**src/rtl/bt656_pkg.sv**
```systemverilog
package bt656_pkg;

    typedef enum logic [1:0] {
        SEG_EAV  = 2'd0,
        SEG_HBLK = 2'd1,
        SEG_SAV  = 2'd2,
        SEG_ACT  = 2'd3
    } seg_e;

    typedef struct packed {
        seg_e       seg;
        logic [1:0] ph;
        logic       fld;
        logic       vbl;
        logic       hs;
        logic       vs;
    } tslot_t;

    localparam logic [7:0] CODE_HI = 8'hFF;
    localparam logic [7:0] CODE_LO = 8'h00;
    localparam logic [7:0] FILL_C  = 8'h80;
    localparam logic [7:0] FILL_Y  = 8'h10;

    function automatic logic [7:0] trs_word(input logic f, input logic v, input logic h);
        return {1'b1, f, v, h, v ^ h, f ^ h, f ^ v, f ^ v ^ h};
    endfunction

    function automatic logic [7:0] fill_byte(input logic odd);
        return odd ? FILL_Y : FILL_C;
    endfunction

endpackage

```
**src/rtl/bt656_timing.sv**
```systemverilog
module bt656_timing
    import bt656_pkg::*;
#(
    parameter int ACT_PIX  = 720,
    parameter int BLANK_N  = 268,
    parameter int BLANK_P  = 280,
    parameter int N_VB1    = 19,
    parameter int N_VB2    = 20,
    parameter int N_ACT    = 240,
    parameter int N_TAIL   = 3,
    parameter int P_VB1    = 22,
    parameter int P_VB2    = 23,
    parameter int P_ACT    = 288,
    parameter int P_TAIL   = 2,
    parameter int HS_LEN   = 20,
    parameter int VS_LINES = 10
) (
    input  logic   clk,
    input  logic   rst,
    input  logic   pal_sel,
    output tslot_t slot_o,
    output logic   pix_rdy
);

    localparam int LINE_N  = 8 + BLANK_N + 2 * ACT_PIX;
    localparam int LINE_P  = 8 + BLANK_P + 2 * ACT_PIX;
    localparam int LINE_MX = (LINE_N > LINE_P) ? LINE_N : LINE_P;
    localparam int FN_MX   = ((N_VB1 > N_VB2) ? N_VB1 : N_VB2) + N_ACT + N_TAIL;
    localparam int FP_MX   = ((P_VB1 > P_VB2) ? P_VB1 : P_VB2) + P_ACT + P_TAIL;
    localparam int FLD_MX  = (FN_MX > FP_MX) ? FN_MX : FP_MX;
    localparam int HW      = $clog2(LINE_MX + 1);
    localparam int VW      = $clog2(FLD_MX + 1);

    logic [HW-1:0] h_q;
    logic [VW-1:0] v_q;
    logic          f_q;
    logic          pal_q;

    logic [HW-1:0] h_last, blank_len;
    logic [VW-1:0] vb_len, act_len, tail_len, fld_last;
    logic          vbl;
    seg_e          seg;

    always_comb begin
        blank_len = pal_q ? HW'(BLANK_P) : HW'(BLANK_N);
        h_last    = pal_q ? HW'(LINE_P - 1) : HW'(LINE_N - 1);
        if (pal_q) begin
            vb_len   = f_q ? VW'(P_VB2) : VW'(P_VB1);
            act_len  = VW'(P_ACT);
            tail_len = VW'(P_TAIL);
        end else begin
            vb_len   = f_q ? VW'(N_VB2) : VW'(N_VB1);
            act_len  = VW'(N_ACT);
            tail_len = VW'(N_TAIL);
        end
        fld_last = vb_len + act_len + tail_len - VW'(1);
        vbl      = (v_q < vb_len) || (v_q >= vb_len + act_len);

        if (h_q < HW'(4))                   seg = SEG_EAV;
        else if (h_q < HW'(4) + blank_len)  seg = SEG_HBLK;
        else if (h_q < HW'(8) + blank_len)  seg = SEG_SAV;
        else                                seg = SEG_ACT;
    end

    assign slot_o.seg = seg;
    assign slot_o.ph  = h_q[1:0];
    assign slot_o.fld = f_q;
    assign slot_o.vbl = vbl;
    assign slot_o.hs  = (h_q < HW'(HS_LEN));
    assign slot_o.vs  = (v_q < VW'(VS_LINES));
    assign pix_rdy    = (seg == SEG_ACT) && !vbl;

    always_ff @(posedge clk) begin
        if (rst) begin
            h_q   <= '0;
            v_q   <= '0;
            f_q   <= 1'b0;
            pal_q <= pal_sel;
        end else if (h_q == h_last) begin
            h_q <= '0;
            if (v_q == fld_last) begin
                v_q <= '0;
                f_q <= ~f_q;
                if (f_q) pal_q <= pal_sel;
            end else begin
                v_q <= v_q + VW'(1);
            end
        end else begin
            h_q <= h_q + HW'(1);
        end
    end


    mode_hold_chk: assert property (@(posedge clk) disable iff (rst)
        (pal_q != $past(pal_q)) |-> (h_q == '0 && v_q == '0 && !f_q));


    fld_edge_chk: assert property (@(posedge clk) disable iff (rst)
        (f_q != $past(f_q)) |-> (h_q == '0 && v_q == '0));


    h_bound_chk: assert property (@(posedge clk) disable iff (rst)
        h_q <= h_last);

endmodule

```
**src/rtl/bt656_fmt.sv**
```systemverilog
module bt656_fmt
    import bt656_pkg::*;
(
    input  logic       clk,
    input  logic       rst,
    input  tslot_t     slot_i,
    input  logic [7:0] pix_data,
    input  logic       pix_vld,
    output logic [7:0] bt_data,
    output logic       hsync,
    output logic       vsync
);

    logic [7:0] nxt;

    always_comb begin
        unique case (slot_i.seg)
            SEG_EAV, SEG_SAV: begin
                unique case (slot_i.ph)
                    2'd0:    nxt = CODE_HI;
                    2'd3:    nxt = trs_word(slot_i.fld, slot_i.vbl, slot_i.seg == SEG_EAV);
                    default: nxt = CODE_LO;
                endcase
            end
            SEG_HBLK: nxt = fill_byte(slot_i.ph[0]);
            default: begin
                if (!slot_i.vbl && pix_vld) nxt = pix_data;
                else                        nxt = fill_byte(slot_i.ph[0]);
            end
        endcase
    end

    always_ff @(posedge clk) begin
        if (rst) begin
            bt_data <= FILL_Y;
            hsync   <= 1'b0;
            vsync   <= 1'b0;
        end else begin
            bt_data <= nxt;
            hsync   <= slot_i.hs;
            vsync   <= slot_i.vs;
        end
    end


    take_fwd_chk: assert property (@(posedge clk) disable iff (rst)
        $past(slot_i.seg == SEG_ACT && !slot_i.vbl && pix_vld) |-> (bt_data == $past(pix_data)));

endmodule

```
**src/rtl/bt656_gen.sv**
```systemverilog
module bt656_gen
    import bt656_pkg::*;
#(
    parameter int ACT_PIX  = 720,
    parameter int BLANK_N  = 268,
    parameter int BLANK_P  = 280,
    parameter int N_VB1    = 19,
    parameter int N_VB2    = 20,
    parameter int N_ACT    = 240,
    parameter int N_TAIL   = 3,
    parameter int P_VB1    = 22,
    parameter int P_VB2    = 23,
    parameter int P_ACT    = 288,
    parameter int P_TAIL   = 2,
    parameter int HS_LEN   = 20,
    parameter int VS_LINES = 10
) (
    input  logic       clk,
    input  logic       rst,
    input  logic       pal_sel,
    input  logic [7:0] pix_data,
    input  logic       pix_vld,
    output logic       pix_rdy,
    output logic [7:0] bt_data,
    output logic       hsync,
    output logic       vsync
);

    tslot_t slot;

    bt656_timing #(
        .ACT_PIX (ACT_PIX), .BLANK_N(BLANK_N), .BLANK_P(BLANK_P),
        .N_VB1   (N_VB1),   .N_VB2  (N_VB2),   .N_ACT  (N_ACT),   .N_TAIL(N_TAIL),
        .P_VB1   (P_VB1),   .P_VB2  (P_VB2),   .P_ACT  (P_ACT),   .P_TAIL(P_TAIL),
        .HS_LEN  (HS_LEN),  .VS_LINES(VS_LINES)
    ) u_timing (
        .clk     (clk),
        .rst     (rst),
        .pal_sel (pal_sel),
        .slot_o  (slot),
        .pix_rdy (pix_rdy)
    );

    bt656_fmt u_fmt (
        .clk      (clk),
        .rst      (rst),
        .slot_i   (slot),
        .pix_data (pix_data),
        .pix_vld  (pix_vld),
        .bt_data  (bt_data),
        .hsync    (hsync),
        .vsync    (vsync)
    );


    hs_align_chk: assert property (@(posedge clk) disable iff (rst)
        $rose(hsync) |-> (bt_data == CODE_HI));

endmodule

```
**config.mk**
```make
export PLATFORM = sky130hd
export DESIGN_NAME = bt656_gen
export DESIGN_NICKNAME = d
export VERILOG_FILES = /design/src/rtl/bt656_pkg.sv /design/src/rtl/bt656_timing.sv /design/src/rtl/bt656_fmt.sv /design/src/rtl/bt656_gen.sv
export SDC_FILE = /design/constraint.sdc
export NUM_CORES = 1
export LEC_CHECK = 0
export CAP_MARGIN = 20
export CORE_MARGIN = 8
export CORE_UTILIZATION = 40
export DETAILED_ROUTE_END_ITERATION = 16
export HOLD_SLACK_MARGIN = 0.06
export PLACE_DENSITY_LB_ADDON = 0.08
export SLEW_MARGIN = 20
export SYNTH_ARGS = -nofsm -noshare
export SYNTH_HDL_FRONTEND = slang
export SYNTH_SLANG_ARGS = --single-unit
```
**constraint.sdc**
```tcl
create_clock -name clk -period 2.5 [get_ports clk]
set_input_delay 0.5 -clock clk [delete_from_list [all_inputs] [get_ports clk]]
set_output_delay 0.5 -clock clk [all_outputs]
set_load 0.01 [all_outputs]
```
==> results.cfg, run 1 <==
[timing]
period_minus_slack_ps = 2530
fin_ws_ps = -33.4
rsz0062_at_grt = yes
drv_slew = 0
max_freq_mhz = 395
hold_viol = 0
period_share = 1.01
setup_viol = 1
worst_slew_pin_slew_ps = 465
fin_worst_skew_ps = 9.02
slew_headroom = 0.687

[logic_synthesis]
synth_seq_cells = 32
synthFlopType = dfxtp_1
synth_area_um2 = 1950
syn_avg_cell_area_um2 = 8.44
synth_fp_nets = 259
yosysTopAreaCellShare = 0.318
yosys.area.top_type = dfxtp_1
synth-edff-count = 1
ys_seq_area_frac = 0.334
synthArstFlopShare = 0
yosysWarningCount = 0
yosys-top-cells-area = dfxtp_1 32%, ha_1 10%, nor2_1 6.0%
synth_cell_types = 46
syn_inst = 231

[routing]
drtIter0Drc = 49
viasPerCell = 5.06
drt_wl_total_um = 4900
vias = 1800
dr.pass1.iters = 4
route.detailed.drc = 0
antenna_left = 0
wl_per_cell_um = 13.8

[clock_tree]
cts_hold_buf = 0
cts_tree = built
htreeDepth = 2
cts_root_buffer = clkbuf_8
clockBufferDepth = 2
clk_latency_ps = 290
path_clk_slew_ps = 70
clock-sinks = 32
cts_made_buffers = 5

[worst_setup_path]
end_kind = output port
crit_arrival_ps = 2030
crit_path_start_kind = flip-flop
path_class = flip-flop to output port
worst-path-max-fanout = 4
rrSetupSlack_ps = 100
required_ps = 2000

[global_routing]
grt_pass1_vias = 1739
grt_pass1_wl_um = 8280
grt_max_degree = 14
grtUsageTotal = 0.140
antenna_found_initial = 0
grt.overflow.total = 0

[power]
max-vdd-ir-drop_uv = 243
leakage_nw = 1.07
power_density_nw_per_um2 = 435

[floorplan]
die_h_um = 85.8
die_x_um = 85.8
io_pins = 23
die-area_um2 = 7370
coreArea_um2 = 4720
num_rows = 25
floorplan.initialDensity = 0.413

[layout]
layout_common_cells = 40 x buf_4, 30 x nor2_1, 30 x dfxtp_1
post-route-util = 0.570
drive_above_1_share = 0.270
mostFrequentLayoutCell = buf_4
syn2layout_area_growth_pct = 38.0
layoutNonFillerInstCount = 356
final_nets = 316
num_antenna_cells = 0

[place]
hpwl_um = 3550
dp.cells = 335
portBuffers = 22
gp_congestion = 0.843
dpl_worst_slack_ps = -227

[job]
maxCapViolCount = 0

[hold_path]
hp-class = flip-flop to flip-flop

[run_status]
violations = negative setup slack
status = finished, violations left
[layer usage]
metal	up-vias	share of wire	GRT usage
met5	-	0	0
met4	0	0.012	0.0430
met3	5	0.041	0.0325
met2	28	0.48	0.239
met1	839	0.46	0.169
li1	928	-	-
[repair_timing]
item | CTS | global route
endpoints found under the setup margin | 1 | 15
buffers inserted | 13 | 1
pin swaps | 10 | 12
resized for setup | 17 | 16
[state kept, by name, summed over array words and instances, names as in the netlist]
signal          flops
u_fmt.bt_data       8
u_fmt.hsync         1
u_fmt.vsync         1
u_timing.f_q        1
u_timing.h_q       11
u_timing.pal_q      1
u_timing.v_q        9
[synth_stat cells (2+ instances only)]
cell type	n
o21ai_0	8
a31oi_1	2
clkbuf_1	3
a21boi_0	2
dfxtp_1	31
and3_1	4
ha_1	16
nand2b_1	4
nand2_1	10
nand3_1	12
a32oi_1	5
nor2_1	31
nor4_1	2
xor2_1	11
inv_1	12
nand4_1	6
nor3_1	5
o211ai_1	5
or2_2	3
buf_6	4
buf_2	4
and3_2	2
xnor2_1	9
nor2b_1	2
a211o_1	2
a21oi_1	16
[final cells by class]
class	count	area [um^2]
clock inverters	2	10.0
well taps	67	83.8
clock buffers	6	82.6
inverters	12	45.0
multi-input cells	174	1290
flip-flops and latches	32	652
repair buffers	63	527
fillers	439	2030
[critical path: stages, from the launching register on]
cell,delay [ps]
edfxtp_1,400
inv_2,150
ha_4,160
ha_4,190
a211o_1,280
a21oi_1,120
o22a_2,170
nand2_2,60
nor2_1,90
buf_2,140
[logic make-up after synthesis]
kind of cell    Yosys count  synth area share
simple gates             90             0.237
flops                    32             0.334
compound gates           47             0.158
mux                       1           0.00513
fa+ha+maj                16             0.103
xor+xnor                 20            0.0898
buf+inv                  25            0.0731
[metrics by stage]
| stage | hold WS, ps | cell area [um^2] | setup TNS [ps] | power [W] |
|---|---|---|---|---|
| finish | 583 | 2690 | -33.4 | 0.00117 |
| global route | 617 | 2690 | -177 | 0.00123 |
| CTS | 585 | 2610 | -50.1 | 0.00118 |
| detailed placement | 570 | 2370 | -227 | 0.000744 |
| global placement | 547 | 2370 | -191 | 0.000742 |
| floorplan | 459 | 1960 | 0 | 0.000654 |
[path summary, 6_finish.rpt]
| path | from | to | cells past startpoint |
|---|---|---|---|
| worst min register to register | u_timing.h_q[0] | u_timing.h_q[0] | 2 |
| worst min-delay path | u_timing.h_q[0] | u_timing.h_q[0] | 2 |
| worst max register to register | u_timing.pal_q | u_fmt.bt_data[7] | 15 |
| worst max-delay path | u_timing.pal_q | pix_rdy | 9 |
[power by group]
part	switching, W	total (W)	internal, W
Sequential	0.00000769	0.000543	0.000535
Clock	0.000207	0.000426	0.000220
Combinational	0.0000970	0.000203	0.000106
Total	0.000311	0.00117	0.000861
Note: power is estimated with default switching activity, not from simulation.
==> run 2: changes to the inputs <==
--- a/config.mk
+++ b/config.mk
@@ -7,4 +7,5 @@
 export LEC_CHECK = 0
 export CAP_MARGIN = 20
+export CORE_ASPECT_RATIO = 1.4
 export CORE_MARGIN = 8
 export CORE_UTILIZATION = 40
==> constraint.sdc (replaced) <==
create_clock -name clk -period 2.5 [get_ports clk]
set_input_delay 0.5 -clock clk [delete_from_list [all_inputs] [get_ports clk]]
set_output_delay 0.5 -clock clk [all_outputs]
set_load 0.005 [all_outputs]
==> run 2 against run 1 <==
Compared with the run above: the run still ends with negative setup slack left; sequential power about the same; design area up 0.23%; die area up 0.44%; clock-buffer cell count up 2; combinational power about the same; largest cell class unchanged.
==> results.cfg, run 2 (same netlist as run 1, synthesis figures left out) <==
[floorplan]
die_h_um = 98.6
floorplan.initialDensity = 0.409
io_pins = 23
die-area_um2 = 7400
num_rows = 30
coreArea_um2 = 4770
die_x_um = 75.0

[routing]
viasPerCell = 5.15
wl_per_cell_um = 14.2
vias = 1804
dr.pass1.iters = 4
antenna_left = 0
drtIter0Drc = 80
drt_wl_total_um = 4980
route.detailed.drc = 0

[global_routing]
use_met3 = 0.0305
grt_pass1_wl_um = 8450
grt_max_degree = 12
antenna_found_initial = 0
use_met1 = 0.160
grt_pass1_vias = 1806
grt_most_used_layer = met2
use_met2 = 0.252
grt.overflow.total = 0
grtUsageTotal = 0.145

[hold_path]
min_from = u_timing.h_q[0]
hp-class = flip-flop to flip-flop

[layout]
fillers = 458
syn2layout_area_growth_pct = 38.3
ff_latch_area_um2 = 652
drive_above_1_share = 0.276
layout_common_cells = 36 x buf_4, 30 x nor2_1, 30 x dfxtp_1
design_area_um2 = 2700
largest_reg_flops = 11
reg_top3 = u_timing.h_q (11), u_timing.v_q (9), u_fmt.bt_data (8)
multi_input_area_um2 = 1320
mostFrequentLayoutCell = buf_4
regMostFlops = u_timing.h_q
final_nets = 313
num_antenna_cells = 0

[clock_tree]
cts_tree = built
cts_hold_buf = 0
cts_root_buffer = clkbuf_8
clock-sinks = 32
clk_latency_ps = 280
clockBufferDepth = 2
path_clk_slew_ps = 70
htreeDepth = 2
cts_made_buffers = 5

[place]
portBuffers = 22
gp_congestion = 0.842
hpwl_um = 3590
place_area_um2 = 2370

[timing]
rsz0062_at_grt = yes
slew_headroom = 0.673
final.setup.tns_ps = -55.1
setup_viol = 1
drv_slew = 0
period_share = 1.02
hold_viol = 0
worst_slew_pin_slew_ps = 489
period_minus_slack_ps = 2560
max_freq_mhz = 391
fin_worst_skew_ps = 4.58
fin_ws_ps = -55.1

[power]
seq_power_share = 0.470
internal_power_w = 0.000868
pwr-share-comb = 0.173
switching_share = 0.249
power_switching_w = 0.000287
power_density_nw_per_um2 = 428
max-vdd-ir-drop_uv = 198
leakage_nw = 1.07
p_clk_frac = 0.356

[worst_setup_path]
end_kind = output port
crit_start = u_timing.f_q
cpPeakStageDelay_ps = 370
required_ps = 2000
worst-path-max-fanout = 3
path_cells = inv_1, ha_4, inv_2, ha_4, nor2b_4, o211ai_1, a32oi_2, buf_4, nand2_4, nor2_1, buf_2
crit_arrival_ps = 2060
rrSetupSlack_ps = 80
cpMaxStageDelayCell = dfxtp_2
crit_path_start_kind = flip-flop
r2r_start = u_timing.pal_q
path_common_cell = ha_4
path_class = flip-flop to output port

[job]
maxCapViolCount = 0

[run_status]
status = finished, violations left
violations = negative setup slack
-- run 2: cell types whose count changed in the layout (fill, tap and decap cells not counted), sizes merged --
cell    delta
clkinv     -2
buf        -3
clkbuf     +2
-- run 2: worst paths after layout --
path	to	cells past startpoint
worst max-delay path	pix_rdy	11
worst min register to register	u_timing.h_q[0]	2
worst min-delay path	u_timing.h_q[0]	2
worst max register to register	u_timing.v_q[8]	10
-- run 2: area by class of cell --
| cell class | count | share of cell area |
|---|---|---|
| Multi-Input combinational cell | 174 | 0.490 |
| Clock buffer | 8 | 0.0334 |
| Inverter | 12 | 0.0167 |
| Timing Repair Buffer | 60 | 0.188 |
| Tap cell | 64 | 0.0297 |
| Sequential cell | 32 | 0.242 |
-- run 2: metal layers --
layer  part of all wire  wire length [um]
met1               0.40              1980
met2               0.54              2680
met3              0.038               190
met4              0.027               133
met5                  0                 0
-- run 2: through the flow --
step	worst slack (ps)	std cells	hold slack [ps]	util	power, W
after floorplan	0.330	231	459	-	0.000647
after global placement	-195	333	544	0.497	0.000738
after detailed placement	-229	333	549	0.497	0.000737
after CTS	-80.2	352	559	0.551	0.00116
after global routing	-206	350	592	0.566	0.00122
final	-55.1	350	556	0.566	0.00115
-- run 2: power groups by stage --
stage | registers, W | clock network (W) | logic [W]
2_1_floorplan | 0.000559 | 0 | 0.0000886
3_3_place_gp | 0.000554 | 0 | 0.000184
3_5_place_dp | 0.000555 | 0 | 0.000183
4_1_cts | 0.000543 | 0.000429 | 0.000190
5_1_grt | 0.000546 | 0.000450 | 0.000221
6_report | 0.000543 | 0.000412 | 0.000200
-- run 2: timing repair --
item,in CTS,in global routing
setup buffers,14,2
resized for setup,25,16
pin swaps,14,16
setup endpoints to repair,1,28
-- run 2: worst max-delay path: cells and delay by family, from the launching register on --
family	cells	cell delay, ps
fa+ha+maj	2	420
buf+inv	4	390
flops	1	370
compound gates	2	350
simple gates	3	230
==> run 3: changes to the inputs <==
- SETUP_SLACK_MARGIN: default -> 0.05
==> run 3 against run 2 <==
Compared with the run above: the flow still finishes with violations (negative setup slack); clock power increased by 27%; highest routed layer unchanged; non-clock buffer count decreased by 4; combinational power decreased by 2%; fmax increased by 1.7%; die area unchanged; clock-buffer cell count unchanged; clock skew increased by 4.7 ps; largest power group unchanged; global-route usage increased by 0.37 points; cell count decreased by 1.1%.
==> results.cfg, run 3 (same netlist as run 1, synthesis figures left out) <==
[clock_tree]
clock-sinks = 32
cts_root_buffer = clkbuf_8
cts_made_buffers = 5
htreeDepth = 2
cts_tree = built
clk_latency_ps = 290
clockBufferDepth = 2
path_clk_slew_ps = 80

[timing]
fin_ws_ps = -12.0
period_share = 1.00
worst_slew_pin_slew_ps = 450
slew_headroom = 0.697
max_freq_mhz = 398
drv_slew = 0
period_minus_slack_ps = 2510
fin_worst_skew_ps = 9.25
hold_viol = 0
setup_viol = 1
rsz0062_at_grt = yes

[floorplan]
num_rows = 30
die_x_um = 75.0
io_pins = 23
coreArea_um2 = 4770
floorplan.initialDensity = 0.409
die-area_um2 = 7400
die_h_um = 98.6

[power]
p_clk_frac = 0.414
internal_power_w = 0.000951
power_density_nw_per_um2 = 476
pwr-share-comb = 0.155
switching_share = 0.246
seq_power_share = 0.431
leakage_nw = 1.05
max-vdd-ir-drop_uv = 252
power_switching_w = 0.000310

[global_routing]
grt_pass1_vias = 1793
grt.overflow.total = 0
grtUsageTotal = 0.149
grt_max_degree = 12
grt_pass1_wl_um = 8710
antenna_found_initial = 0

[worst_setup_path]
worst-path-max-fanout = 4
crit_start = u_timing.pal_q
end_kind = output port
crit_path_start_kind = flip-flop
required_ps = 2000
path_class = flip-flop to output port
crit_arrival_ps = 2010
r2r_start = u_timing.pal_q

[place]
dp.cells = 331
gp_congestion = 0.870
portBuffers = 22
hpwl_um = 3670

[routing]
drt_wl_total_um = 4930
route.detailed.drc = 0
antenna_left = 0
drtIter0Drc = 81
viasPerCell = 5.09
wl_per_cell_um = 14.2
vias = 1761
dr.pass1.iters = 4

[layout]
layoutNonFillerInstCount = 346
largest_reg_flops = 11
reg_top3 = u_timing.h_q (11), u_timing.v_q (9), u_fmt.bt_data (8)
syn2layout_area_growth_pct = 35.9
regMostFlops = u_timing.h_q
final_nets = 309
num_antenna_cells = 0
mostFrequentLayoutCell = buf_4
drive_above_1_share = 0.262
layout_common_cells = 33 x buf_4, 30 x dfxtp_1, 29 x nor2_1
post-route-util = 0.556

[hold_path]
min_from = u_timing.h_q[0]
hp-class = flip-flop to flip-flop

[run_status]
violations = negative setup slack
status = finished, violations left

[job]
maxCapViolCount = 0
==> run 3: cell types whose count changed in the layout (fill, tap and decap cells not counted), moves of 2 or more <==
cell | previous run | this run
ha_2 | 0 | 2
nor2_2 | 1 | 3
inv_1 | 8 | 10
inv_2 | 4 | 2
clkbuf_1 | 2 | 0
ha_4 | 6 | 4
buf_4 | 36 | 33
==> run 3: what timing repair did <==
action                                  CTS  global route
buffers inserted                          8             0
pin swaps                                 6             8
endpoints found under the setup margin    1            17
hold buffers                              0             0
gates resized for setup                  19            14
==> run 3: worst paths after layout <==
kind	end	slack [ps]	depth (start not counted)
setup / recovery	pix_rdy	-10	9
hold / removal	u_timing.h_q[0]	570	2
setup reg to reg	u_fmt.bt_data[4]	170	11
hold reg to reg	u_timing.h_q[0]	570	2
==> run 3: metrics by stage <==
stage               hold slack, ps  setup slack, ps  power, W  cell area (um^2)  TNS [ps]
floorplan                      459             57.0  0.000647              1960         0
global placement               548             -186  0.000734              2360      -186
detailed placement             559             -195  0.000735              2360      -195
CTS                            570            -2.23   0.00127              2600     -2.23
global route                   597             -109   0.00131              2650      -109
finish                         570            -12.0   0.00126              2650     -12.0
==> run 3: layout make-up <==
| class | instances | area [um^2] |
|---|---|---|
| sequential | 32 | 652 |
| timing repair buffer | 56 | 474 |
| tap | 64 | 80.1 |
| multi-input combinational | 174 | 1280 |
| inverter | 12 | 45.0 |
| clock buffer | 8 | 121 |
| fill | 468 | 2120 |
==> run 3: per-layer routing <==
metal  global-route usage  share of wire  vias up
met1                0.173           0.43      818
met5                    0              0        -
met4               0.0485          0.015        0
met2                0.255           0.52       21
met3               0.0335          0.032        8
li1                     -              -      914
==> run 3: worst max-delay path, cell delays in order (launching register included) <==
cell	delay, ps
edfxtp_1	410
buf_4	150
buf_4	140
ha_1	240
o21ai_0	220
o2111ai_2	170
o31a_2	170
inv_2	70
nor2_2	40
buf_2	120
==> run 3: power by group through the flow <==
stage | clock network, W | registers, W | logic, W
2_1_floorplan | 0 | 0.000559 | 0.0000886
3_3_place_gp | 0 | 0.000554 | 0.000180
3_5_place_dp | 0 | 0.000555 | 0.000179
4_1_cts | 0.000531 | 0.000544 | 0.000191
5_1_grt | 0.000549 | 0.000546 | 0.000217
6_report | 0.000522 | 0.000543 | 0.000196
